--- src/rtl/sau_pkg.sv ---
package sau_pkg;

  typedef enum logic [1:0] {
    CLS_ARITH = 2'd0,
    CLS_CMP   = 2'd1,
    CLS_BYTE  = 2'd2,
    CLS_ILL   = 2'd3
  } op_class_e;

  typedef enum logic [2:0] {
    CK_EQ  = 3'd0,
    CK_SLE = 3'd1,
    CK_SLT = 3'd2,
    CK_ULE = 3'd3,
    CK_ULT = 3'd4
  } cmp_kind_e;

  typedef struct packed {
    op_class_e  cls;
    logic       is_long;
    logic       is_sub;
    logic [1:0] shamt;
    logic       trap;
    cmp_kind_e  cmp;
  } ctrl_t;

endpackage

--- src/rtl/sau_decode.sv ---
module sau_decode
  import sau_pkg::*;
#(
  parameter int FUNC_W = 7
) (
  input  logic [FUNC_W-1:0] func_i,
  output ctrl_t             ctrl_o
);

  always_comb begin
    ctrl_o         = '0;
    ctrl_o.cls     = CLS_ILL;
    ctrl_o.cmp     = CK_EQ;
    case (func_i)
      7'h00: begin ctrl_o.cls = CLS_ARITH; ctrl_o.is_long = 1'b1; end
      7'h02: begin ctrl_o.cls = CLS_ARITH; ctrl_o.is_long = 1'b1; ctrl_o.shamt = 2'd2; end
      7'h12: begin ctrl_o.cls = CLS_ARITH; ctrl_o.is_long = 1'b1; ctrl_o.shamt = 2'd3; end
      7'h20: begin ctrl_o.cls = CLS_ARITH; end
      7'h22: begin ctrl_o.cls = CLS_ARITH; ctrl_o.shamt = 2'd2; end
      7'h32: begin ctrl_o.cls = CLS_ARITH; ctrl_o.shamt = 2'd3; end
      7'h09: begin ctrl_o.cls = CLS_ARITH; ctrl_o.is_long = 1'b1; ctrl_o.is_sub = 1'b1; end
      7'h0b: begin ctrl_o.cls = CLS_ARITH; ctrl_o.is_long = 1'b1; ctrl_o.is_sub = 1'b1; ctrl_o.shamt = 2'd2; end
      7'h1b: begin ctrl_o.cls = CLS_ARITH; ctrl_o.is_long = 1'b1; ctrl_o.is_sub = 1'b1; ctrl_o.shamt = 2'd3; end
      7'h29: begin ctrl_o.cls = CLS_ARITH; ctrl_o.is_sub = 1'b1; end
      7'h2b: begin ctrl_o.cls = CLS_ARITH; ctrl_o.is_sub = 1'b1; ctrl_o.shamt = 2'd2; end
      7'h3b: begin ctrl_o.cls = CLS_ARITH; ctrl_o.is_sub = 1'b1; ctrl_o.shamt = 2'd3; end
      7'h40: begin ctrl_o.cls = CLS_ARITH; ctrl_o.is_long = 1'b1; ctrl_o.trap = 1'b1; end
      7'h60: begin ctrl_o.cls = CLS_ARITH; ctrl_o.trap = 1'b1; end
      7'h49: begin ctrl_o.cls = CLS_ARITH; ctrl_o.is_long = 1'b1; ctrl_o.is_sub = 1'b1; ctrl_o.trap = 1'b1; end
      7'h69: begin ctrl_o.cls = CLS_ARITH; ctrl_o.is_sub = 1'b1; ctrl_o.trap = 1'b1; end
      7'h2d: begin ctrl_o.cls = CLS_CMP; ctrl_o.cmp = CK_EQ;  end
      7'h6d: begin ctrl_o.cls = CLS_CMP; ctrl_o.cmp = CK_SLE; end
      7'h4d: begin ctrl_o.cls = CLS_CMP; ctrl_o.cmp = CK_SLT; end
      7'h3d: begin ctrl_o.cls = CLS_CMP; ctrl_o.cmp = CK_ULE; end
      7'h1d: begin ctrl_o.cls = CLS_CMP; ctrl_o.cmp = CK_ULT; end
      7'h0f: begin ctrl_o.cls = CLS_BYTE; end
      default: ctrl_o.cls = CLS_ILL;
    endcase
  end

endmodule

--- src/rtl/sau_addsub.sv ---
module sau_addsub #(
  parameter int XLEN = 64
) (
  input  logic [XLEN-1:0] a_i,
  input  logic [XLEN-1:0] b_i,
  input  logic            is_long_i,
  input  logic            is_sub_i,
  input  logic [1:0]      shamt_i,
  input  logic            trap_i,
  output logic [XLEN-1:0] res_o,
  output logic            ovf_o
);

  localparam int HALF = XLEN / 2;

  logic [XLEN-1:0] a_sc;
  logic [XLEN-1:0] b_eff;
  logic [XLEN-1:0] sum;
  logic            sgn_a, sgn_b, sgn_r;

  always_comb begin
    a_sc  = a_i << shamt_i;
    b_eff = is_sub_i ? ~b_i : b_i;
    sum   = a_sc + b_eff + {{(XLEN-1){1'b0}}, is_sub_i};
    res_o = is_long_i ? {{HALF{sum[HALF-1]}}, sum[HALF-1:0]} : sum;
    sgn_a = is_long_i ? a_sc[HALF-1] : a_sc[XLEN-1];
    sgn_b = is_long_i ? b_i[HALF-1]  : b_i[XLEN-1];
    sgn_r = is_long_i ? sum[HALF-1]  : sum[XLEN-1];
    ovf_o = trap_i & (is_sub_i ? (sgn_a != sgn_b) : (sgn_a == sgn_b)) & (sgn_r != sgn_a);
  end

endmodule

--- src/rtl/sau_cmp.sv ---
module sau_cmp
  import sau_pkg::*;
#(
  parameter int XLEN = 64
) (
  input  logic [XLEN-1:0] a_i,
  input  logic [XLEN-1:0] b_i,
  input  cmp_kind_e       kind_i,
  output logic            hit_o
);

  logic eq, slt, ult;

  always_comb begin
    eq  = (a_i == b_i);
    slt = ($signed(a_i) < $signed(b_i));
    ult = (a_i < b_i);
    case (kind_i)
      CK_EQ:   hit_o = eq;
      CK_SLE:  hit_o = slt | eq;
      CK_SLT:  hit_o = slt;
      CK_ULE:  hit_o = ult | eq;
      CK_ULT:  hit_o = ult;
      default: hit_o = 1'b0;
    endcase
  end

endmodule

--- src/rtl/sau_bytecmp.sv ---
module sau_bytecmp #(
  parameter int XLEN  = 64,
  parameter int LANES = XLEN / 8
) (
  input  logic [XLEN-1:0]  a_i,
  input  logic [XLEN-1:0]  b_i,
  output logic [LANES-1:0] mask_o
);

  for (genvar g = 0; g < LANES; g++) begin : g_lane
    assign mask_o[g] = (a_i[8*g +: 8] >= b_i[8*g +: 8]);
  end

endmodule

--- src/rtl/scaled_arith_unit.sv ---
module scaled_arith_unit
  import sau_pkg::*;
#(
  parameter int XLEN   = 64,
  parameter int FUNC_W = 7
) (
  input  logic [XLEN-1:0]   opnd_a_i,
  input  logic [XLEN-1:0]   opnd_b_i,
  input  logic [FUNC_W-1:0] func_i,
  output logic [XLEN-1:0]   result_o,
  output logic              ovf_trap_o,
  output logic              illegal_o
);

  localparam int LANES = XLEN / 8;

  ctrl_t            ctrl;
  logic [XLEN-1:0]  arith_res;
  logic             arith_ovf;
  logic             cmp_hit;
  logic [LANES-1:0] byte_mask;

  sau_decode #(.FUNC_W(FUNC_W)) u_dec (
    .func_i (func_i),
    .ctrl_o (ctrl)
  );

  sau_addsub #(.XLEN(XLEN)) u_add (
    .a_i       (opnd_a_i),
    .b_i       (opnd_b_i),
    .is_long_i (ctrl.is_long),
    .is_sub_i  (ctrl.is_sub),
    .shamt_i   (ctrl.shamt),
    .trap_i    (ctrl.trap),
    .res_o     (arith_res),
    .ovf_o     (arith_ovf)
  );

  sau_cmp #(.XLEN(XLEN)) u_cmp (
    .a_i    (opnd_a_i),
    .b_i    (opnd_b_i),
    .kind_i (ctrl.cmp),
    .hit_o  (cmp_hit)
  );

  sau_bytecmp #(.XLEN(XLEN), .LANES(LANES)) u_byte (
    .a_i    (opnd_a_i),
    .b_i    (opnd_b_i),
    .mask_o (byte_mask)
  );

  always_comb begin
    result_o   = '0;
    ovf_trap_o = 1'b0;
    illegal_o  = 1'b0;
    case (ctrl.cls)
      CLS_ARITH: begin
        result_o   = arith_res;
        ovf_trap_o = arith_ovf;
      end
      CLS_CMP:  result_o = {{(XLEN-1){1'b0}}, cmp_hit};
      CLS_BYTE: result_o = {{(XLEN-LANES){1'b0}}, byte_mask};
      default:  illegal_o = 1'b1;
    endcase
  end

endmodule

--- config.mk ---
export PLATFORM = sky130hd
export DESIGN_NAME = scaled_arith_unit
export DESIGN_NICKNAME = d
export VERILOG_FILES = /design/src/rtl/sau_pkg.sv /design/src/rtl/sau_decode.sv /design/src/rtl/sau_addsub.sv /design/src/rtl/sau_cmp.sv /design/src/rtl/sau_bytecmp.sv /design/src/rtl/scaled_arith_unit.sv
export SDC_FILE = /design/constraint.sdc
export NUM_CORES = 1
export LEC_CHECK = 0
export BUFFER_PORTS_ARGS = -buffer_cell sky130_fd_sc_hd__buf_4
export CAP_MARGIN = 20
export CELL_PAD_IN_SITES_DETAIL_PLACEMENT = 0
export CELL_PAD_IN_SITES_GLOBAL_PLACEMENT = 1
export CORE_ASPECT_RATIO = 0.5
export CORE_MARGIN = 2
export CORE_UTILIZATION = 40
export DETAILED_ROUTE_END_ITERATION = 10
export PLACE_DENSITY = 0.83
export SYNTH_ARGS = -nofsm -noshare
export SYNTH_HDL_FRONTEND = slang
export SYNTH_SLANG_ARGS = --single-unit
export TNS_END_PERCENT = 5
--- constraint.sdc ---
create_clock -name vclk -period 9.85
set_input_delay 1.97 -clock vclk [all_inputs]
set_output_delay 1.97 -clock vclk [all_outputs]
set_load 0.01 [all_outputs]
==> Word-level counts from Yosys, hierarchy flattened <==
Cells that the tools add are included.
W data, S select, Z words.
{ "op_classes": {"addsub": 2, "n_lt_le_gt_ge": 10, "n_eq_ne": 31, "shifts": 1, "muxes": 16, "bitwise": 5, "reduce_logical": 11} }
{ "op_table": {"columns": ["operator", "count"], "rows": [
  ["$pmux W64 S3", 1],
  ["$lt A64 B64 Y1", 2],
  ["$mux W64", 2],
  ["$add A64 B1 Y64", 1],
  ["$add A64 B64 Y64", 1],
  ["$eq A64 B64 Y1", 1],
  ["$ge A8 B8 Y1", 8],
  ["$not A64 Y64", 1],
  ["$shl A64 B2 Y64", 1],
  ["$eq A7 B6 Y1 const B", 8],
  ["$eq A7 B7 Y1 const B", 6],
  ["$eq A7 B4 Y1 const B", 3],
  ["$eq A7 B5 Y1 const B", 3],
  ["$reduce_or A16 Y1", 1],
  ["$reduce_or A8 Y1", 2],
  ["$pmux W3 S4", 1],
  ["$reduce_or A4 Y1", 3],
  ["$mux W1", 9],
  ["$eq A7 B2 Y1 const B", 1],
  ["$logic_not A7 Y1", 1],
  ["$eq A3 B2 Y1 const B", 2],
  ["$pmux W2 S3", 1],
  ["$pmux W1 S5", 1],
  ["$reduce_or A5 Y1", 1],
  ["other kinds (12)", 15]
]} }
{ "totals": {"register_bits": 0, "inputBits": 135, "elab_cells": 76} }

==> Depth between registers and ports, before layout <==
Gate-level depths: netlist (run 1).
{ "depth": {"word_depth": 10, "depth_mapped": 19, "depth_no_buf": 15} }

==> Hierarchy <==
A second synthesis (run 1) with hierarchy kept.
{ "unflattened": {"hier_cells": 1391, "area_unflattened_um2": 10585.2} }
{ "by_module_without_submodules": {"columns": ["module", "n_inst", "cells_per_inst", "area_each_um2"], "rows": [
  ["sau_addsub", 1, 815, 6398.6],
  ["sau_cmp", 1, 244, 1730.4],
  ["sau_bytecmp", 1, 200, 1581.5],
  ["scaled_arith_unit", 1, 84, 551.8],
  ["sau_decode", 1, 48, 322.8]
]} }

==> Worst setup path before layout (run 1) <==
OpenSTA, ideal clock, no wires.
{ "synth_path": {"kind": "input-to-output", "startpoint": "in func_i[4]", "endpoint": "out result_o[62]", "arrival_time_ns": 6.229, "required_ns": 7.880, "setup_slack_ns": 1.651, "path_stages": 17, "n_path_buf": 4, "cell_sequence": "buf_6 > mux2_4 > nor3_1 > clkbuf_1 > buf_1 > xnor2_1 > ha_1 > nand3b_1 > or4_4 > a311oi_2 > a211oi_2 > o41ai_4 > a21oi_1 > xnor2_1 > o21ai_1 > buf_2 > nor4_1"} }
{ "synth_between": {"elab_chain_cells": 8, "word_cells_on_any_way": 41, "classes_between": "add/sub (2); eq/ne (23); shift (1); mux (7); reduce/logical (8)"} }
{ "synth_rtl": {"columns": ["item", "line_no", "source"], "rows": [
  ["from (decl)", "scaled_arith_unit.sv:9", "input logic [FUNC_W-1:0] func_i,"],
  ["$eq A7 B5 Y1, or another cell as far along", "sau_decode.sv:14", "case (func_i)"],
  ["$reduce_or A4 Y1 (no source line) / $reduce_or A8 Y1 (equally long branches)", null, null],
  ["$pmux W2 S2 / $mux W1 (equally long branches)", "sau_decode.sv:14", null],
  ["$shl A64 B2 Y64 / $mux W64 (equally long branches)", "sau_addsub.sv:22, sau_addsub.sv:23", null],
  ["$add A64 B64 Y64", "sau_addsub.sv:24", "sum = a_sc + b_eff + {{(XLEN-1){1'b0}}, is_sub_i};"],
  ["$add A64 B1 Y64", "sau_addsub.sv:24", null],
  ["$mux W64", "sau_addsub.sv:25", "res_o = is_long_i ? {{HALF{sum[HALF-1]}}, sum[HALF-1:0]} : sum;"],
  ["$pmux W64 S3 *", "scaled_arith_unit.sv:56", "case (ctrl.cls)"],
  ["to (decl)", "scaled_arith_unit.sv:10", "output logic [XLEN-1:0] result_o,"]
]} }
Every way passes the cells marked *; elsewhere a longest branch is shown, timed or not.

==> Final worst setup path (run 1) <==
{ "layout_path": {"startpoint": "in func_i[0]", "endpoint": "out result_o[62]"} }
Same word-level chain as after synthesis.

==> impl_results.md, run 1 <==
- Status: completed
- Vias per inst: 5.64
- WL final: 27,400 um
- Chip width: 208 um
- Pwr Density: 69.8 nW/um2
- Post-synth top area share: 20.0%
- Leakage: 5.14 nW
- Area of the multi-input gates: 7760 um2
- CP endpoint kind: primary output
- Measured slew at the worst slew-check pin: 1000 ps
- Grt ovf: 0
- Via count: 9,421
- Post-CTS Resized: 0
- Biggest area consumer among synthesized cells: ha_1
- Crit path required time: 7880 ps
- Finished Layout Cells: 1,669
- Peak supply drop: 0.0287 mV
- Syn_area_per_cell: 6.65 um2
- Port buffer count: 201
- Setup TNS: 0 ps
- Crit path DAT: 6870 ps
- Relative slew slack: 32.4%
- Synth cell types: 66
- Worst-path fanout max: 70
- Warnings from Yosys: 0
- Vias in the first global route: 9,089
- I/O Pins: 201
- Worst min-delay path class: input port to primary output
- Layout area overhead: 20.3%
- Setup violators final: 0
- RSZ-0062 raised after global routing: no
- Global-route wire length before repair: 44,500 um
- Most frequent cell after synthesis: ha_1
- CP Class: input port to primary output
- Largest cells by area after synthesis: ha_1, xnor2_1, mux2i_1, a21oi_1, a21o_1
- DR WL/cell: 16.4 um
- Die area: 22,100 um2
- Synthesized area: 8330 um2
- Clock buffer count: 0
- Initial antenna violation count: 0
- Die Y: 106 um
- Max Cap Violations: 0
- All-Layer GR Usage: 23.7%
- Final Cycle Share: 89.7%
- Post-Syn Nets: 1,521
- Sequential element share of the synthesized area: 0%
- Register area: 0 um2
- Row count: 37
- Max Freq: 113 MHz
- Post-Synthesis Cells: 1,252
- # diodes: 0
- DP HPWL: 22,800 um
- Starting density of the core: 40.6%
- Residual DRC count: 0
- Min cycle time layout: 8840 ps
- Post-CTS Setup Bufs: 0
- Seq cells: 0
- GPL Wtd Cong: 0.885
- Hold buffers post-CTS: 0
- Core Area: 20,500 um2
- Inst Count DP: 1,668
- Fraction of layout cells with a size suffix above 1: 16.2%
- DRT Pass-1 Iters: 5
- DRT iter0 DRCs: 526
- Final nets: 1,667
- Final Max Tran Viols: 0
- Top post-synthesis cells by count: ha_1, nand2_1, a21oi_1, o21ai_0, xnor2_1
- # fillers: 2,147
- Startpoint Class: input port
- Routed Antenna Nets: 0
- Hold Fails Final Rpt: 0
- Largest net degree at the start of global routing: 71
-- layout by cell type (no fill, tap or decap), types with 3 or more instances in the layout --
cell / instances
buf_4: 208
ha_1: 133
nand2_1: 129
a21oi_1: 121
o21ai_0: 110
xnor2_1: 95
inv_1: 89
nor2_1: 80
a21o_1: 74
mux2i_1: 65
nand4_1: 33
xor2_1: 29
nand3_1: 23
nor3_1: 18
and3_1: 17
nand2b_1: 15
o21bai_1: 13
nor2b_1: 12
o21a_1: 11
a31oi_1: 10
o211ai_1: 8
a211oi_1: 7
or3_1: 6
a21boi_0: 6
nor4_1: 6
o31ai_1: 5
a221oi_1: 5
o221ai_1: 5
o22ai_1: 5
and2_1: 4
nand3b_1: 3
a211o_1: 3
nor3b_1: 3
-- routing by layer --
metal,GRT usage (%),wire length [um],part of all wire (%)
met5,0,0,0
met4,1.03,121,0.44
met3,0.473,927,3.4
met2,41.7,12700,46
met1,33.9,13700,50
-- area by class of cell --
class / instances / area share (%)
inverters: 89 / 3.33
multi-input cells: 1098 / 77.4
well taps: 273 / 3.41
repair buffers: 209 / 15.9
-- metrics by stage --
stage	utilization (%)	area, um2	hold slack [ps]	power, W	setup slack [ps]
4_1_cts	48.7	9990	4350	0.000691	1150
3_3_place_gp	48.7	9990	4360	0.000683	1210
5_1_grt	48.9	10000	4370	0.000772	534
2_1_floorplan	-	8330	4110	0.000475	1650
6_report	48.9	10000	4350	0.000699	1010
3_5_place_dp	48.7	9990	4340	0.000686	1150
-- cell families after synthesis --
logic type,share of synthesized area (%)
compound gates,31.1
simple gates,20.4
buf+inv,7.04
fa+ha+maj,20.2
xor+xnor,13.0
mux,8.26
-- report_power, final --
| part | internal (W) | switching (W) | total (W) | leakage [nW] |
|---|---|---|---|---|
| combinational | 0.000298 | 0.000401 | 0.000699 | 5.14 |
| sequential | 0 | 0 | 0 | 0 |
| clock | 0 | 0 | 0 | 0 |
| total | 0.000298 | 0.000401 | 0.000699 | 5.14 |
-- path summary, 6_finish.rpt --
kind / endpoint / slack [ps] / depth (start not counted) / from
worst min-delay path: illegal_o / 4350 / 4 / func_i[1]
worst max-delay path: result_o[62] / 1010 / 16 / func_i[0]
-- worst max-delay path: stages --
cell	delay, ps
buf_4	120
xor2_1	420
or3_4	650
o31ai_1	140
ha_1	400
nand3b_1	110
or4_4	450
a311oi_2	310
a211oi_2	130
o41ai_4	610
a21oi_1	170
xnor2_1	370
o21ai_2	70
buf_4	250
nor4_1	470
buf_4	210
No activity file was read; power rests on OpenSTA's default activity.
==> run 2: changes to the inputs <==
--- a/config.mk
+++ b/config.mk
@@ -13,6 +13,7 @@
 export CORE_MARGIN = 2
 export CORE_UTILIZATION = 40
 export DETAILED_ROUTE_END_ITERATION = 10
+export MAX_ROUTING_LAYER = met4
 export PLACE_DENSITY = 0.83
 export SYNTH_ARGS = -nofsm -noshare
 export SYNTH_HDL_FRONTEND = slang
==> run 2 against run 1 <==
  * Sequential share of layout area unchanged
  * Combinational power about the same
  * Final cell count up 0.18%
  * Die area unchanged
  * Global-route usage up 1.2 points
  * Largest cell class unchanged
  * Hold slack better by 12 ps
==> impl_results.md, run 2 (same netlist as run 1, synthesis figures left out) <==
- CP top delay family: compound AO/OA/AOI/OAI gates (was simple AND/OR/NAND/NOR gates)
- All-Layer GR Usage: 24.8% (was 23.7%)
- Commonest non-fill, non-tap cell in the layout: buf_4 (unchanged)
- Leakage: 5.15 nW (was 5.14 nW)
- Pwr Density: 69.7 nW/um2 (was 69.8 nW/um2)
- Setup violators final: 0 (unchanged)
- Worst-path fanout max: 47 (was 70)
- Post-CTS Resized: 0 (unchanged)
- CP cell instances: buf_4 > xor2_1 > or3_4 > buf_4 > o21ai_0 > ha_1 > a21oi_1 > a31oi_1 > a211oi_1 > o21ai_1 > buf_4 > a221oi_1 > o21ba_2 > o21ai_0 > xnor2_1 > a21oi_1 > buf_4 (was buf_4 > xor2_1 > or3_4 > o31ai_1 > ha_1 > nand3b_1 > or4_4 > a311oi_2 > a211oi_2 > o41ai_4 > a21oi_1 > xnor2_1 > o21ai_2 > buf_4 > nor4_1 > buf_4)
- Max Cap Violations: 0 (unchanged)
- Met3 usage: 0.443% (was 0.473%)
- Status: completed (unchanged)
- Global-route wire length before repair: 45,200 um (was 44,500 um)
- Hold buffers post-CTS: 0 (unchanged)
- Crit path DAT: 6890 ps (was 6870 ps)
- Max incr delay on CP: 710 ps (was 650 ps)
- Final instance area: 10,000 um2 (about the same)
- Seq pwr share: 0% (about the same)
- Crit-path slowest cell: a221oi_1 (was or3_4)
- Combinational power share: 100.0% (about the same)
- Clock Power Share: 0% (about the same)
- Critical path buffer and inverter count: 4 (was 3)
- Hold wc startpoint: func_i[1] (unchanged)
- DR WL/cell: 16.5 um (was 16.4 um)
- Row count: 37 (unchanged)
- DRT iter0 DRCs: 535 (was 526)
- Placed Area: 10,000 um2 (was 9990 um2)
- Busiest metal layer after global routing: met2 (unchanged)
- Finished Layout Cells: 1,672 (was 1,669)
- Final nets: 1,670 (was 1,667)
- Chip width: 208 um (unchanged)
- Relative slew slack: 40.5% (was 32.4%)
- Grt met2 use: 42.4% (was 41.7%)
- Setup TNS: 0 ps (unchanged)
- Register area: 0 um2 (unchanged)
- Met1 global-route usage: 34.1% (was 33.9%)
- GPL Wtd Cong: 0.926 (was 0.885)
- Routed Antenna Nets: 0 (unchanged)
- # diodes: 0 (unchanged)
- Crit path required time: 7880 ps (about the same)
- Most frequent cells in the layout: buf_4, ha_1, nand2_1 (unchanged)
- Hold Fails Final Rpt: 0 (unchanged)
- Hold_ws: 4360 ps (was 4350 ps)
- Int Pwr: 0.000299 W (was 0.000298 W)
- Fraction of layout cells with a size suffix above 1: 16.4% (was 16.2%)
- Die Y: 106 um (unchanged)
- Worst min-delay path class: input port to primary output (unchanged)
- Startpoint Class: input port (unchanged)
- Peak supply drop: 0.0280 mV (was 0.0287 mV)
- Measured slew at the worst slew-check pin: 884 ps (was 1000 ps)
- Core Area: 20,500 um2 (unchanged)
- Grt ovf: 0 (unchanged)
- Hold Path Sink: illegal_o (unchanged)
- Min cycle time layout: 8860 ps (was 8840 ps)
- Layout area overhead: 20.3% (about the same)
- Initial antenna violation count: 0 (unchanged)
- Vias per inst: 5.62 (was 5.64)
- Port buffer count: 201 (unchanged)
- CP endpoint kind: primary output (unchanged)
- Residual DRC count: 0 (unchanged)
- Switching share of power: 57.3% (was 57.4%)
- Max Freq: 113 MHz (about the same)
- Final Cycle Share: 90.0% (was 89.7%)
- DP HPWL: 23,300 um (was 22,800 um)
- Via count: 9,404 (was 9,421)
- Die area: 22,100 um2 (unchanged)
- Final Max Tran Viols: 0 (unchanged)
- Vias in the first global route: 9,213 (was 9,089)
- Largest net degree at the start of global routing: 49 (was 71)
- WL final: 27,600 um (was 27,400 um)
- Starting density of the core: 40.6% (unchanged)
- Post-CTS Setup Bufs: 0 (unchanged)
- I/O Pins: 201 (unchanged)
- Seq cells: 0 (unchanged)
- Worst Hold Depth: 4 (unchanged)
- Most common cell on crit path: buf_4 (unchanged)
- Inst Count DP: 1,672 (was 1,668)
- CP Class: input port to primary output (unchanged)
- RSZ-0062 raised after global routing: no (unchanged)
- Clock buffer count: 0 (unchanged)
- Switch Pwr: 0.000400 W (was 0.000401 W)
- DRT Pass-1 Iters: 6 (was 5)
## run 2: cell count changes in the layout (fill, tap and decap cells not counted)
cell | before | now
buf_4 | 208 | 212
buf_16 | 1 | 0
## run 2: final cells by class
cell class,count,area [um2]
fill,2172,10500
inverter,89,334
timing repair buffer,212,1590
tap,273,342
multi-input combinational,1098,7760
## run 2: per-layer routing
| layer | share of wire (%) | wire length (um) | vias to the layer above |
|---|---|---|---|
| li1 | - | - | 4795 |
| met1 | 49 | 13500 | 4359 |
| met2 | 46 | 12700 | 232 |
| met3 | 3.9 | 1090 | 18 |
| met4 | 1.1 | 306 | 0 |
| met5 | 0 | 0 | - |
## run 2: tightest hold or removal path, cell delays in order
cell and delay, ps:
buf_4 110, nor2_1 50, a21oi_1 120, buf_4 130
## run 2: metrics by stage
stage                     worst slack, ps  utilization (%)  total power, W
after floorplan                      1650                -        0.000475
after global placement               1210             48.9        0.000685
after detailed placement             1090             48.9        0.000688
after CTS                            1040             48.9        0.000693
after global routing                  501             48.9        0.000775
final                                 985             48.9        0.000699
## run 2: how the worst max path moves through the flow
stage | slack (ps) | cells past startpoint | to | start
floorplan | 1650 | 17 | result_o[62] | func_i[4]
global route | 500 | 17 | result_o[60] | func_i[0]
detailed placement | 1090 | 17 | result_o[60] | func_i[0]
CTS | 1040 | 17 | result_o[60] | func_i[0]
finish | 990 | 17 | result_o[60] | func_i[0]
global placement | 1210 | 17 | result_o[60] | func_i[0]
## run 2: power groups by stage
| stage | Clock (W) | Combinational (W) | Sequential [W] |
|---|---|---|---|
| final | 0 | 0.000699 | 0 |
| after global routing | 0 | 0.000775 | 0 |
| after CTS | 0 | 0.000693 | 0 |
| after detailed placement | 0 | 0.000688 | 0 |
| after global placement | 0 | 0.000685 | 0 |
| after floorplan | 0 | 0.000475 | 0 |
